<file path="src/rtl/hb_pkg.sv">
package hb_pkg;
  localparam int unsigned SIDES   = 2;
  localparam int unsigned SIDE_HI = 0;
  localparam int unsigned SIDE_LO = 1;
endpackage

</file>
<file path="src/rtl/hb_sync.sv">
module hb_sync #(
  parameter int unsigned WIDTH  = 4,
  parameter int unsigned STAGES = 2
) (
  input  logic             clk,
  input  logic             rst,
  input  logic [WIDTH-1:0] d,
  output logic [WIDTH-1:0] q
);
  logic [STAGES-1:0][WIDTH-1:0] stg;

  always_ff @(posedge clk) begin
    if (rst) stg[0] <= '0;
    else     stg[0] <= d;
  end

  for (genvar s = 1; s < STAGES; s++) begin : g_stage
    always_ff @(posedge clk) begin
      if (rst) stg[s] <= '0;
      else     stg[s] <= stg[s-1];
    end
  end

  assign q = stg[STAGES-1];
endmodule

</file>
<file path="src/rtl/hb_dt_channel.sv">
module hb_dt_channel #(
  parameter int unsigned DT_CYCLES = 80,
  parameter int unsigned CNT_W     = $clog2(DT_CYCLES + 1)
) (
  input  logic clk,
  input  logic rst,
  input  logic cmd_own,
  input  logic cmd_opp,
  input  logic uv_own,
  input  logic out_opp,
  output logic out_own
);
  localparam logic [CNT_W-1:0] DT_LIM = CNT_W'(DT_CYCLES);

  logic             want;
  logic [CNT_W-1:0] cnt;

  // the side may conduct only when it alone is commanded and its supply is good
  assign want = cmd_own & ~cmd_opp & ~uv_own;

  // the wait restarts whenever the request drops or the other side conducts
  always_ff @(posedge clk) begin
    if (rst)                    cnt <= '0;
    else if (!want || out_opp)  cnt <= '0;
    else if (cnt != DT_LIM)     cnt <= cnt + 1'b1;
  end

  always_ff @(posedge clk) begin
    if (rst) out_own <= 1'b0;
    else     out_own <= want & ~out_opp & (cnt == DT_LIM);
  end

  AST_CMD_LOW_OFF: assert property (@(posedge clk) disable iff (rst)
    !cmd_own |=> !out_own);
  AST_BOTH_CMD_OFF: assert property (@(posedge clk) disable iff (rst)
    cmd_opp |=> !out_own);
  AST_UV_FORCES_OFF: assert property (@(posedge clk) disable iff (rst)
    uv_own |=> !out_own);
  AST_CNT_BOUND: assert property (@(posedge clk) disable iff (rst)
    cnt <= DT_LIM);
endmodule

</file>
<file path="src/rtl/hb_deadtime_ctrl.sv">
module hb_deadtime_ctrl #(
  parameter int unsigned DT_CYCLES   = 80,
  parameter int unsigned SYNC_STAGES = 2
) (
  input  logic clk,
  input  logic rst,
  input  logic hi_cmd,
  input  logic lo_cmd,
  input  logic hi_uv,
  input  logic lo_uv,
  output logic hi_gate,
  output logic lo_gate
);
  import hb_pkg::*;

  localparam int unsigned CNT_W = $clog2(DT_CYCLES + 1);
  localparam logic [CNT_W-1:0] DT_LIM = CNT_W'(DT_CYCLES);

  logic [2*SIDES-1:0] raw_in;
  logic [2*SIDES-1:0] sync_in;
  logic [SIDES-1:0]   cmd_s;
  logic [SIDES-1:0]   uv_s;
  logic [SIDES-1:0]   gate;

  assign raw_in = {lo_uv, hi_uv, lo_cmd, hi_cmd};

  hb_sync #(.WIDTH(2*SIDES), .STAGES(SYNC_STAGES)) u_sync (
    .clk (clk),
    .rst (rst),
    .d   (raw_in),
    .q   (sync_in)
  );

  assign cmd_s = sync_in[SIDES-1:0];
  assign uv_s  = sync_in[2*SIDES-1:SIDES];

  for (genvar gi = 0; gi < SIDES; gi++) begin : g_side
    hb_dt_channel #(.DT_CYCLES(DT_CYCLES), .CNT_W(CNT_W)) u_chan (
      .clk     (clk),
      .rst     (rst),
      .cmd_own (cmd_s[gi]),
      .cmd_opp (cmd_s[SIDES-1-gi]),
      .uv_own  (uv_s[gi]),
      .out_opp (gate[SIDES-1-gi]),
      .out_own (gate[gi])
    );

    // run length of this side's enable being low, for the gap property
    logic [CNT_W-1:0] off_run;
    always_ff @(posedge clk) begin
      if (rst)                  off_run <= '0;
      else if (gate[gi])        off_run <= '0;
      else if (off_run != DT_LIM) off_run <= off_run + 1'b1;
    end
  end

  assign hi_gate = gate[SIDE_HI];
  assign lo_gate = gate[SIDE_LO];

  AST_NO_OVERLAP: assert property (@(posedge clk) disable iff (rst)
    !(hi_gate && lo_gate));
  AST_HI_DT_GAP: assert property (@(posedge clk) disable iff (rst)
    $rose(hi_gate) |-> (g_side[SIDE_LO].off_run == DT_LIM));
  AST_LO_DT_GAP: assert property (@(posedge clk) disable iff (rst)
    $rose(lo_gate) |-> (g_side[SIDE_HI].off_run == DT_LIM));
  AST_RESET_OFF: assert property (@(posedge clk)
    rst |=> (!hi_gate && !lo_gate));
endmodule

</file>
<file path="config.mk">
export PLATFORM = sky130hd
export DESIGN_NAME = hb_deadtime_ctrl
export DESIGN_NICKNAME = d
export VERILOG_FILES = /design/src/rtl/hb_pkg.sv /design/src/rtl/hb_sync.sv /design/src/rtl/hb_dt_channel.sv /design/src/rtl/hb_deadtime_ctrl.sv
export SDC_FILE = /design/constraint.sdc
export NUM_CORES = 1
export LEC_CHECK = 0
export BUFFER_PORTS_ARGS = -buffer_cell sky130_fd_sc_hd__buf_2
export CAP_MARGIN = 20
export CORE_ASPECT_RATIO = 0.6
export CORE_MARGIN = 5
export CORE_UTILIZATION = 45
export CTS_CLUSTER_SIZE = 10
export DETAILED_ROUTE_END_ITERATION = 10
export GPL_TIMING_DRIVEN = 0
export PLACE_DENSITY = 0.64
export SYNTH_ARGS = -nofsm -noshare
export SYNTH_HDL_FRONTEND = slang
export SYNTH_HIERARCHICAL = 1
export SYNTH_SLANG_ARGS = --single-unit
</file>
<file path="constraint.sdc">
create_clock -name clk -period 3.55 [get_ports clk]
set_clock_uncertainty 0.15 [all_clocks]
set_input_delay 0 -clock clk [delete_from_list [all_inputs] [get_ports clk]]
set_output_delay 0 -clock clk [all_outputs]
set_load 0.005 [all_outputs]
</file>
==> out/results.tsv, run 1 <==
metric	value	unit
total routing usage reported by global routing	0.126	
number of buffers inserted during clock tree synthesis	3	
final-report setup violation count	0	
Peak supply drop	0.258	mV
antenna-violating nets left	0	
result of the run	complete, no violations	
row count	13	
CTS clock-pin slew for the worst setup and hold paths	0.08	ns
type of the worst min-delay path	reg2reg	
buffer count from post-CTS setup fixing	0	
cell with the largest stage delay on the worst path	sky130_fd_sc_hd__dlygate4sd3_1	
worst hold path depth	1	
initial antenna violation count	0	
highest achievable clock rate	0.661	GHz
min Tclk post-route	1.51	ns
total wire length after detailed routing	1810	µm
total of fill cells in the finished design	176	
number of vias per cell after detailed routing	4.97	
net total in the final layout	137	
final count of pins violating max slew	0	
largest net degree at the start of global routing	14	
cell accounting for the most synthesized area	sky130_fd_sc_hd__dfxtp_1	
global-route wire length before repair	3190	µm
synthesized area per cell	10.2	µm²
cell leakage power	0.449	nW
Detailed Routing Iterations Pass 1	4	
cell chosen for the clock root	sky130_fd_sc_hd__clkbuf_8	
smallest hold slack	0.297	ns
H-Tree Level Count	1	
dominant cells by area after synthesis	sky130_fd_sc_hd__dfxtp_1 (44%), sky130_fd_sc_hd__nor3_2 (9.2%), sky130_fd_sc_hd__ha_1 (4.6%)	
Top Ports	8	
series of cell instances along the critical path	dlygate4sd3_1 -> buf_2 -> or4_4 -> buf_6 -> a211oi_2	
stage delay of the slowest cell on the critical path	0.54	ns
cell count after synthesis	106	
worst slew margin relative to its limit	0.703	
FF-to-FF End	g_side[0].u_chan/cnt[5]	
average detailed-routed wire length per instance	11.6	µm
register-to-register path setup slack	2.04	ns
launching point of the worst reg2reg path	u_sync/q[1]	
crit path max fanout	10	
die outline area	3530	µm²
ratio of total power to cell area	367	nW/µm²
Critical Setup Path Class	in2reg	
CTS tree	done	
post-route setup TNS	0	ns
final hold violation count	0	
insertion delay of the later-clocked pin in the worst-skew pair	0.26	ns
final antenna diode count	0	
top library cells by usage in the layout, fill and taps aside	sky130_fd_sc_hd__dfxtp_1 (24), sky130_fd_sc_hd__nor3_2 (10), sky130_fd_sc_hd__dlygate4sd3_1 (9)	
share of the yosys chip area belonging to registers	0.442	
gpl congestion	0.752	
most frequent standard cell in the layout excluding fill and tap cells	sky130_fd_sc_hd__dfxtp_1	
worst min-delay path startpoint	u_sync/stg[3]	
post-synth cell types	23	
Die Y	48.1	µm
growth of design area from synthesis to finish	20.0	%
Syn. warnings	6	
mapped cell area	1090	µm²
starting DRC count in detailed routing	33	
Syn Nets	116	
CORE AREA	2230	µm²
number of cells on the worst reg-to-reg path	4	
Maximum Capacitance Violations	0	
number of buffers on the longest clock path	2	
total clock sinks	24	
HPWL after DPL	1320	µm
unrepaired setup endpoints after global routing	false	
number of vias after detailed routing	775	
slew at the pin closest to its max-slew limit	0.439	ns
endpoint class of the critical path	register	
CP Data Arrival Time	1.55	ns
register bit total from synthesis	24	
destination of the worst hold path	u_sync/q[3]	
part of the cycle the worst path needs	0.426	
overflow left after global routing	0	
layout cell share with drive strength beyond 1	0.278	
fraction of synthesized cell area taken by the top area cell type	0.442	
IO Port Bufs	7	
number of global-route vias before repair	706	
horizontal die dimension	73.4	µm
Initial Utilization	0.487	
startpoint types	input port	
drc violations	0	
required arrival time at the worst endpoint	3.59	ns
[worst max-delay path: cells and delay by family]
family,cells,cell delay (ns)
buffers and inverters,3,0.88
AND/OR/NAND/NOR,1,0.49
AO/OA/AOI/OAI,1,0.18
[through the flow]
stage | std cells | utilization | total power, mW | cell area [µm²] | setup WS [ns]
2_1_floorplan | 106 | - | 0.292 | 1090 | 2.09
3_3_place_gp | 143 | 0.520 | 0.297 | 1160 | 2.05
3_5_place_dp | 143 | 0.520 | 0.298 | 1160 | 2.05
4_1_cts | 156 | 0.585 | 0.485 | 1300 | 2.03
5_1_grt | 156 | 0.585 | 0.501 | 1300 | 1.98
6_report | 156 | 0.585 | 0.478 | 1300 | 2.04
[sequential cells by signal (all words and copies together) (netlist names)]
| register | flops |
|---|---|
| g_side.u_chan/cnt | 14 |
| u_sync/q | 4 |
| u_sync/stg | 4 |
| g_side.u_chan/out_own | 2 |
[cells by family after synthesis]
logic type,synth area share
flip-flops,0.442
adder cells (fa/ha/maj),0.0461
AO/OA/AOI/OAI,0.0783
XOR/XNOR,0.0484
AND/OR/NAND/NOR,0.323
buffers and inverters,0.0622
[cell usage after synthesis]
cell type,n
sky130_fd_sc_hd__or4_4,2
sky130_fd_sc_hd__nand3_1,6
sky130_fd_sc_hd__nor2_1,2
sky130_fd_sc_hd__nand2b_1,2
sky130_fd_sc_hd__o21ai_0,4
sky130_fd_sc_hd__nor2_4,2
sky130_fd_sc_hd__and2_1,2
sky130_fd_sc_hd__or3_1,4
sky130_fd_sc_hd__xor2_1,4
sky130_fd_sc_hd__or4b_4,2
sky130_fd_sc_hd__nor2b_1,8
sky130_fd_sc_hd__buf_6,2
sky130_fd_sc_hd__a211oi_2,2
sky130_fd_sc_hd__a21oi_1,6
sky130_fd_sc_hd__buf_4,4
sky130_fd_sc_hd__ha_1,4
sky130_fd_sc_hd__dfxtp_1,24
sky130_fd_sc_hd__xnor2_1,2
sky130_fd_sc_hd__nor3_2,10
sky130_fd_sc_hd__inv_1,4
sky130_fd_sc_hd__o21ai_1,2
sky130_fd_sc_hd__nand2_1,6
sky130_fd_sc_hd__nor4b_1,2
[worst max path at each step]
stage / startpoint / endpoint / slack (ns)
after CTS: u_sync/q[1] / g_side[0].u_chan/cnt[5] / 2.03
after global routing: rst / g_side[0].u_chan/cnt[2] / 1.98
final: rst / g_side[0].u_chan/cnt[5] / 2.04
after global placement: u_sync/q[2] / g_side[0].u_chan/cnt[5] / 2.05
after floorplan: u_sync/q[2] / g_side[0].u_chan/cnt[5] / 2.09
after detailed placement: u_sync/q[3] / g_side[1].u_chan/cnt[5] / 2.05
[report_power, final]
part / total [mW] / internal, mW / switching (mW) / leakage [nW]
clock: 0.179 / 0.0988 / 0.0801 / 0.0288
sequential: 0.275 / 0.274 / 0.00171 / 0.195
combinational: 0.0237 / 0.0158 / 0.00793 / 0.226
[per-layer routing]
layer | vias up | GRT usage | wire length, µm
met3 | 4 | 0.0503 | 80
li1 | 403 | - | -
met2 | 13 | 0.195 | 774
met4 | 0 | 0.0542 | 25
met5 | - | 0 | 0
met1 | 355 | 0.159 | 933
[final cells by class]
class	instances	area, µm²	area share
plain buffers	6	52.6	0.0403
clock buffers	4	55.1	0.0422
inverters	4	15.0	0.0115
multi-input cells	72	538	0.413
flip-flops and latches	24	480	0.369
well taps	30	37.5	0.0288
repair buffers	16	125	0.0960
[repair_timing]
item	CTS	global route
setup endpoints to repair	0	0
resized for setup	0	0
hold buffers	9	0
endpoints found under the hold margin	8	0
(Power assumes the default switching activity.)
==> inputs of run 2 (changes only) <==
- ABC_AREA: default -> 1
- PLACE_DENSITY: 0.64 -> 0.65
- clock period: 3.55 -> 1.55 ns (I/O delays scaled with it)
==> run 2 against run 1 <==
Against the previous run:
- sequential share of layout area rose by 1.0 points
- area after synthesis decreased by 2.0%
- register-to-register slack got worse by 1.8 ns
- critical endpoint is now u_sync/stg[1]
- largest cell class is now flip-flops and latches
- largest power group unchanged
==> out/results.tsv, run 2 <==
metric	value	unit
result of the run	complete, no violations	
register-to-register path setup slack	0.23	ns
total routing usage reported by global routing	0.123	
most frequent standard cell in the layout excluding fill and tap cells	sky130_fd_sc_hd__nor2_1	
cell chosen for the clock root	sky130_fd_sc_hd__clkbuf_8	
die outline area	3470	µm²
part of the cycle the worst path needs	0.898	
CORE AREA	2210	µm²
worst slew margin relative to its limit	0.854	
number of global-route vias before repair	766	
minimum setup slack in the final design	0.158	ns
cell count after synthesis	139	
highest achievable clock rate	0.718	GHz
unrepaired setup endpoints after global routing	false	
Die Y	47.7	µm
final antenna diode count	0	
Biggest register	g_side.u_chan/cnt	
min Tclk post-route	1.39	ns
number of vias per cell after detailed routing	4.55	
stage delay of the slowest cell on the critical path	0.54	ns
pre-CTS setup slack	0.257	ns
delay-heaviest family, CP	buffers and inverters	
fraction of synthesis flops using an asynchronous set or reset pin	0	
buffer count from post-CTS setup fixing	0	
cell leakage power	0.516	nW
worst hold path depth	2	
top_reg_cell synth	sky130_fd_sc_hd__dfxtp_1	
top-count cell post-synth	sky130_fd_sc_hd__nor2_1	
gpl congestion	0.797	
largest net degree at the start of global routing	13	
synthesized area per cell	7.66	µm²
growth of design area from synthesis to finish	19.2	%
Syn. warnings	6	
CP Data Arrival Time	1.44	ns
Critical Setup Path Class	in2reg	
drc violations	0	
buffers plus inverters on the worst setup path	4	
crit path max fanout	8	
mapped cell area	1060	µm²
share of the yosys chip area belonging to registers	0.451	
number of buffers inserted during clock tree synthesis	3	
FF-to-FF End	g_side[0].u_chan/cnt[6]	
CTS clock-pin slew for the worst setup and hold paths	0.08	ns
average detailed-routed wire length per instance	9.86	µm
Critical Path Most Common Cell	sky130_fd_sc_hd__dlygate4sd3_1	
insertion delay of the later-clocked pin in the worst-skew pair	0.26	ns
type of the worst min-delay path	reg2reg	
horizontal die dimension	72.8	µm
fraction of synthesized cell area taken by the top area cell type	0.451	
starting DRC count in detailed routing	24	
required arrival time at the worst endpoint	1.60	ns
slew at the pin closest to its max-slew limit	0.219	ns
Detailed Routing Iterations Pass 1	4	
Peak supply drop	0.502	mV
final hold violation count	0	
initial antenna violation count	0	
series of cell instances along the critical path	dlygate4sd3_1 -> buf_2 -> buf_6 -> nor2_1 -> dlygate4sd3_1	
CTS tree	done	
Syn Nets	149	
cell accounting for the most synthesized area	sky130_fd_sc_hd__dfxtp_1	
IO Port Bufs	7	
launching point of the worst reg2reg path	g_side[0].u_chan/cnt[0]	
global-route wire length before repair	3160	µm
Largest register FFs	14	
Initial Utilization	0.481	
destination of the worst hold path	u_sync/q[1]	
dominant cells by area after synthesis	sky130_fd_sc_hd__dfxtp_1 (45%), sky130_fd_sc_hd__nor2_1 (9.2%), sky130_fd_sc_hd__nand2_1 (8.5%)	
final count of pins violating max slew	0	
number of vias after detailed routing	856	
Commonest cells post-synth	sky130_fd_sc_hd__nor2_1 (26), sky130_fd_sc_hd__dfxtp_1 (24), sky130_fd_sc_hd__nand2_1 (24), sky130_fd_sc_hd__inv_1 (22), sky130_fd_sc_hd__nand3_1 (14)	
Maximum Capacitance Violations	0	
number of buffers on the longest clock path	2	
net total in the final layout	170	
number of synthesized flops with an enable pin	0	
post-synth cell types	16	
top library cells by usage in the layout, fill and taps aside	sky130_fd_sc_hd__nor2_1 (26), sky130_fd_sc_hd__nand2_1 (24), sky130_fd_sc_hd__dfxtp_1 (24)	
ratio of total power to cell area	827	nW/µm²
total clock sinks	24	
Top Ports	8	
number of cells on the worst reg-to-reg path	4	
total wire length after detailed routing	1850	µm
register bit total from synthesis	24	
H-Tree Level Count	1	
endpoint class of the critical path	register	
layout cell share with drive strength beyond 1	0.133	
cell with the largest stage delay on the worst path	sky130_fd_sc_hd__dlygate4sd3_1	
overflow left after global routing	0	
row count	13	
HPWL after DPL	1390	µm
worst min-delay path startpoint	u_sync/stg[1]	
post-route setup TNS	0	ns
antenna-violating nets left	0	
startpoint types	input port	
final-report setup violation count	0	
run 2: cell count changes in the layout (fill, tap and decap cells not counted), sizes merged, moves of 4 or more:
| cell | change |
|---|---|
| inv | +18 |
| nor3 | -8 |
| or3 | -4 |
| nor2 | +26 |
| nand3 | +8 |
| nor2b | -8 |
| nand2 | +18 |
| o21ai | -4 |
run 2: metrics by stage:
| stage | cells | hold slack [ns] | instance area, µm² | total power, mW | utilization |
|---|---|---|---|---|---|
| after global placement | 176 | 0.0481 | 1140 | 0.690 | 0.514 |
| final | 188 | 0.251 | 1270 | 1.05 | 0.574 |
| after detailed placement | 176 | 0.0563 | 1140 | 0.691 | 0.514 |
| after global routing | 188 | 0.274 | 1270 | 1.11 | 0.574 |
| after floorplan | 139 | -0.0430 | 1060 | 0.678 | - |
| after CTS | 188 | 0.253 | 1270 | 1.06 | 0.574 |
run 2: tightest hold or removal path: stages, from the launching register on:
cell	delay [ns]
sky130_fd_sc_hd__dfxtp_1	0.30
sky130_fd_sc_hd__inv_1	0.04
sky130_fd_sc_hd__nor2_1	0.03
run 2: kinds of logic after synthesis:
group	count (synthesis)	synth area share
compound gates	6	0.0282
xor+xnor	6	0.0494
fa+ha+maj	4	0.0470
buf+inv	27	0.116
flops	24	0.451
simple gates	72	0.308
run 2: layout make-up:
type                            instances  area, µm²
Tap cell                               30       37.5
Timing Repair Buffer                   16        125
Sequential cell                        24        480
Clock buffer                            3       41.3
Inverter                               22       82.6
Buffer                                  5       41.3
Fill cell                             213        943
Multi-Input combinational cell         88        460
run 2: worst max-delay path by stage:
stage,from,end,slack (ns),depth (start not counted)
floorplan,g_side[0].u_chan/cnt[0],g_side[0].u_chan/cnt[0],0.39,6
global placement,g_side[0].u_chan/cnt[0],g_side[0].u_chan/cnt[1],0.29,6
detailed placement,g_side[1].u_chan/cnt[0],g_side[1].u_chan/cnt[6],0.26,4
CTS,rst,u_sync/stg[3],0.17,5
global route,rst,u_sync/stg[2],0.12,5
finish,rst,u_sync/stg[1],0.16,5
run 2: power by group:
group          leakage [nW]  switching, mW  internal (mW)
combinational         0.299         0.0270         0.0356
sequential            0.195        0.00438          0.627
clock                0.0216          0.181          0.173
total                 0.516          0.213          0.836
run 2: layer usage:
metal,track usage,up-vias,part of all wire
met1,0.137,389,0.47
met3,0.0503,2,0.045
met4,0.0331,0,0.0043
met2,0.226,10,0.48
met5,0,-,0
li1,-,455,-
run 2: timing repair:
item / CTS / global route
gates resized for setup: 0 / 0
hold buffers: 9 / 0
hold endpoints to repair: 8 / 0
==> inputs of run 3 (changes only) <==
- ABC_AREA: 1 -> 0
- PLACE_DENSITY: 0.65 -> 0.64
==> run 3 against run 2 <==
Against the previous run:
- non-clock buffer count unchanged
- cell area up 2.8%
- register-to-register slack worse by 0.18 ns
==> out/results.tsv, run 3 (synthesis results as in run 1) <==
metric	value	unit
number of buffers on the longest clock path	2	
highest achievable clock rate	0.668	GHz
total wire length after detailed routing	1800	µm
final antenna diode count	0	
ratio of total power to cell area	839	nW/µm²
Initial Utilization	0.487	
buffer count from post-CTS setup fixing	0	
CTS tree	done	
number of vias per cell after detailed routing	5.08	
insertion delay of the later-clocked pin in the worst-skew pair	0.26	ns
top library cells by usage in the layout, fill and taps aside	sky130_fd_sc_hd__dfxtp_1 (22), sky130_fd_sc_hd__nor3_2 (9), sky130_fd_sc_hd__dlygate4sd3_1 (9)	
largest net degree at the start of global routing	14	
H-Tree Level Count	1	
crit path max fanout	8	
post-route setup TNS	0	ns
worst min-delay path startpoint	u_sync/stg[3]	
layout cell share with drive strength beyond 1	0.288	
Comb pwr share	0.049	
Net Sw Frac	0.187	
startpoint types	register	
starting DRC count in detailed routing	40	
antenna-violating nets left	0	
CP Data Arrival Time	1.54	ns
Top Ports	8	
number of buffers inserted during clock tree synthesis	3	
slew at the pin closest to its max-slew limit	0.472	ns
gpl congestion	0.752	
launching point of the worst reg2reg path	u_sync/q[3]	
cell-internal power	889	µW
Die Y	48.1	µm
result of the run	complete, no violations	
type of the worst min-delay path	reg2reg	
Detailed Routing Iterations Pass 1	4	
worst slew margin relative to its limit	0.681	
die outline area	3530	µm²
final-report setup violation count	0	
CORE AREA	2230	µm²
number of vias after detailed routing	788	
clock network fraction of design power	0.374	
endpoint class of the critical path	register	
drc violations	0	
fraction of power consumed by sequential logic	0.577	
start point of the critical path	u_sync/q[3]	
unrepaired setup endpoints after global routing	false	
post-route cell area	1300	µm²
Peak supply drop	0.591	mV
total cell area at the placement stage	1160	µm²
total routing usage reported by global routing	0.126	
number of global-route vias before repair	706	
number of placed instances with taps included	143	
Critical Setup Path Class	reg2reg	
HPWL after DPL	1320	µm
Biggest register	g_side.u_chan/cnt	
CTS clock-pin slew for the worst setup and hold paths	0.08	ns
number of cells in the finished layout apart from fillers	155	
Largest register FFs	14	
final count of pins violating max slew	0	
final hold violation count	0	
total clock sinks	24	
overflow left after global routing	0	
min Tclk post-route	1.50	ns
horizontal die dimension	73.4	µm
Maximum Capacitance Violations	0	
part of the cycle the worst path needs	0.966	
cell chosen for the clock root	sky130_fd_sc_hd__clkbuf_8	
row count	13	
initial antenna violation count	0	
cell leakage power	0.445	nW
growth of design area from synthesis to finish	20.0	%
IO Port Bufs	7	
net total in the final layout	136	
most frequent standard cell in the layout excluding fill and tap cells	sky130_fd_sc_hd__dfxtp_1	
net switching component of the power	205	µW
average detailed-routed wire length per instance	11.6	µm
global-route wire length before repair	3190	µm
required arrival time at the worst endpoint	1.59	ns
## run 3: changes by cell type in the layout (fill, tap and decap cells not counted), moves of 7 or more
cell,previous run,this run
sky130_fd_sc_hd__nor3_2,2,9
sky130_fd_sc_hd__nor2_1,26,2
sky130_fd_sc_hd__nor2b_1,0,8
sky130_fd_sc_hd__inv_1,22,4
sky130_fd_sc_hd__nand2_1,24,6
sky130_fd_sc_hd__nand3_1,14,6
## run 3: stage by stage
| step | worst slack, ns | power (mW) | hold WS [ns] | utilization |
|---|---|---|---|---|
| floorplan | 0.0940 | 0.670 | -0.0784 | - |
| global placement | 0.0548 | 0.681 | 0.0596 | 0.520 |
| detailed placement | 0.0493 | 0.683 | 0.0646 | 0.520 |
| CTS | 0.0344 | 1.11 | 0.300 | 0.585 |
| global route | 0.00214 | 1.15 | 0.307 | 0.585 |
| finish | 0.0520 | 1.09 | 0.296 | 0.585 |
## run 3: what timing repair did
action / in CTS / in global routing
hold endpoints to repair: 8 / 0
hold buffers: 9 / 0
endpoints found under the setup margin: 0 / 4
resized for setup: 0 / 5
## run 3: final timing paths
path | endpoint | slack (ns) | cells after the start
worst max-delay path | g_side[1].u_chan/cnt[5] | 0.05 | 5
worst min-delay path | u_sync/q[3] | 0.30 | 1
worst max register to register | g_side[1].u_chan/cnt[5] | 0.05 | 5
worst min register to register | u_sync/q[3] | 0.30 | 1
## run 3: critical path, stage by stage, from the launching register on
cell                       delay [ns]
sky130_fd_sc_hd__dfxtp_1         0.30
sky130_fd_sc_hd__buf_4           0.11
sky130_fd_sc_hd__nand2b_1        0.12
sky130_fd_sc_hd__or4_4           0.41
sky130_fd_sc_hd__buf_6           0.15
sky130_fd_sc_hd__a211oi_2        0.18
## run 3: routing by layer
metal | vias up | share of wire | GRT usage
met4 | 0 | 0.014 | 0.0542
met5 | - | 0 | 0
li1 | 398 | - | -
met1 | 373 | 0.50 | 0.159
met2 | 13 | 0.44 | 0.195
met3 | 4 | 0.048 | 0.0503
## run 3: layout make-up
type                       instances  area, µm²
fill                             173        925
sequential                        24        483
multi-input combinational         72        544
tap                               30       37.5
inverter                           4       15.0
clock buffer                       4       55.1
timing repair buffer              16        128
buffer                             5       41.3
## run 3: power by group through the flow
stage	Combinational (mW)	Clock, mW	Sequential (mW)
after floorplan	0.0253	0	0.644
after global placement	0.0362	0	0.645
after detailed placement	0.0372	0	0.646
after CTS	0.0541	0.426	0.631
after global routing	0.0603	0.453	0.632
final	0.0540	0.409	0.631
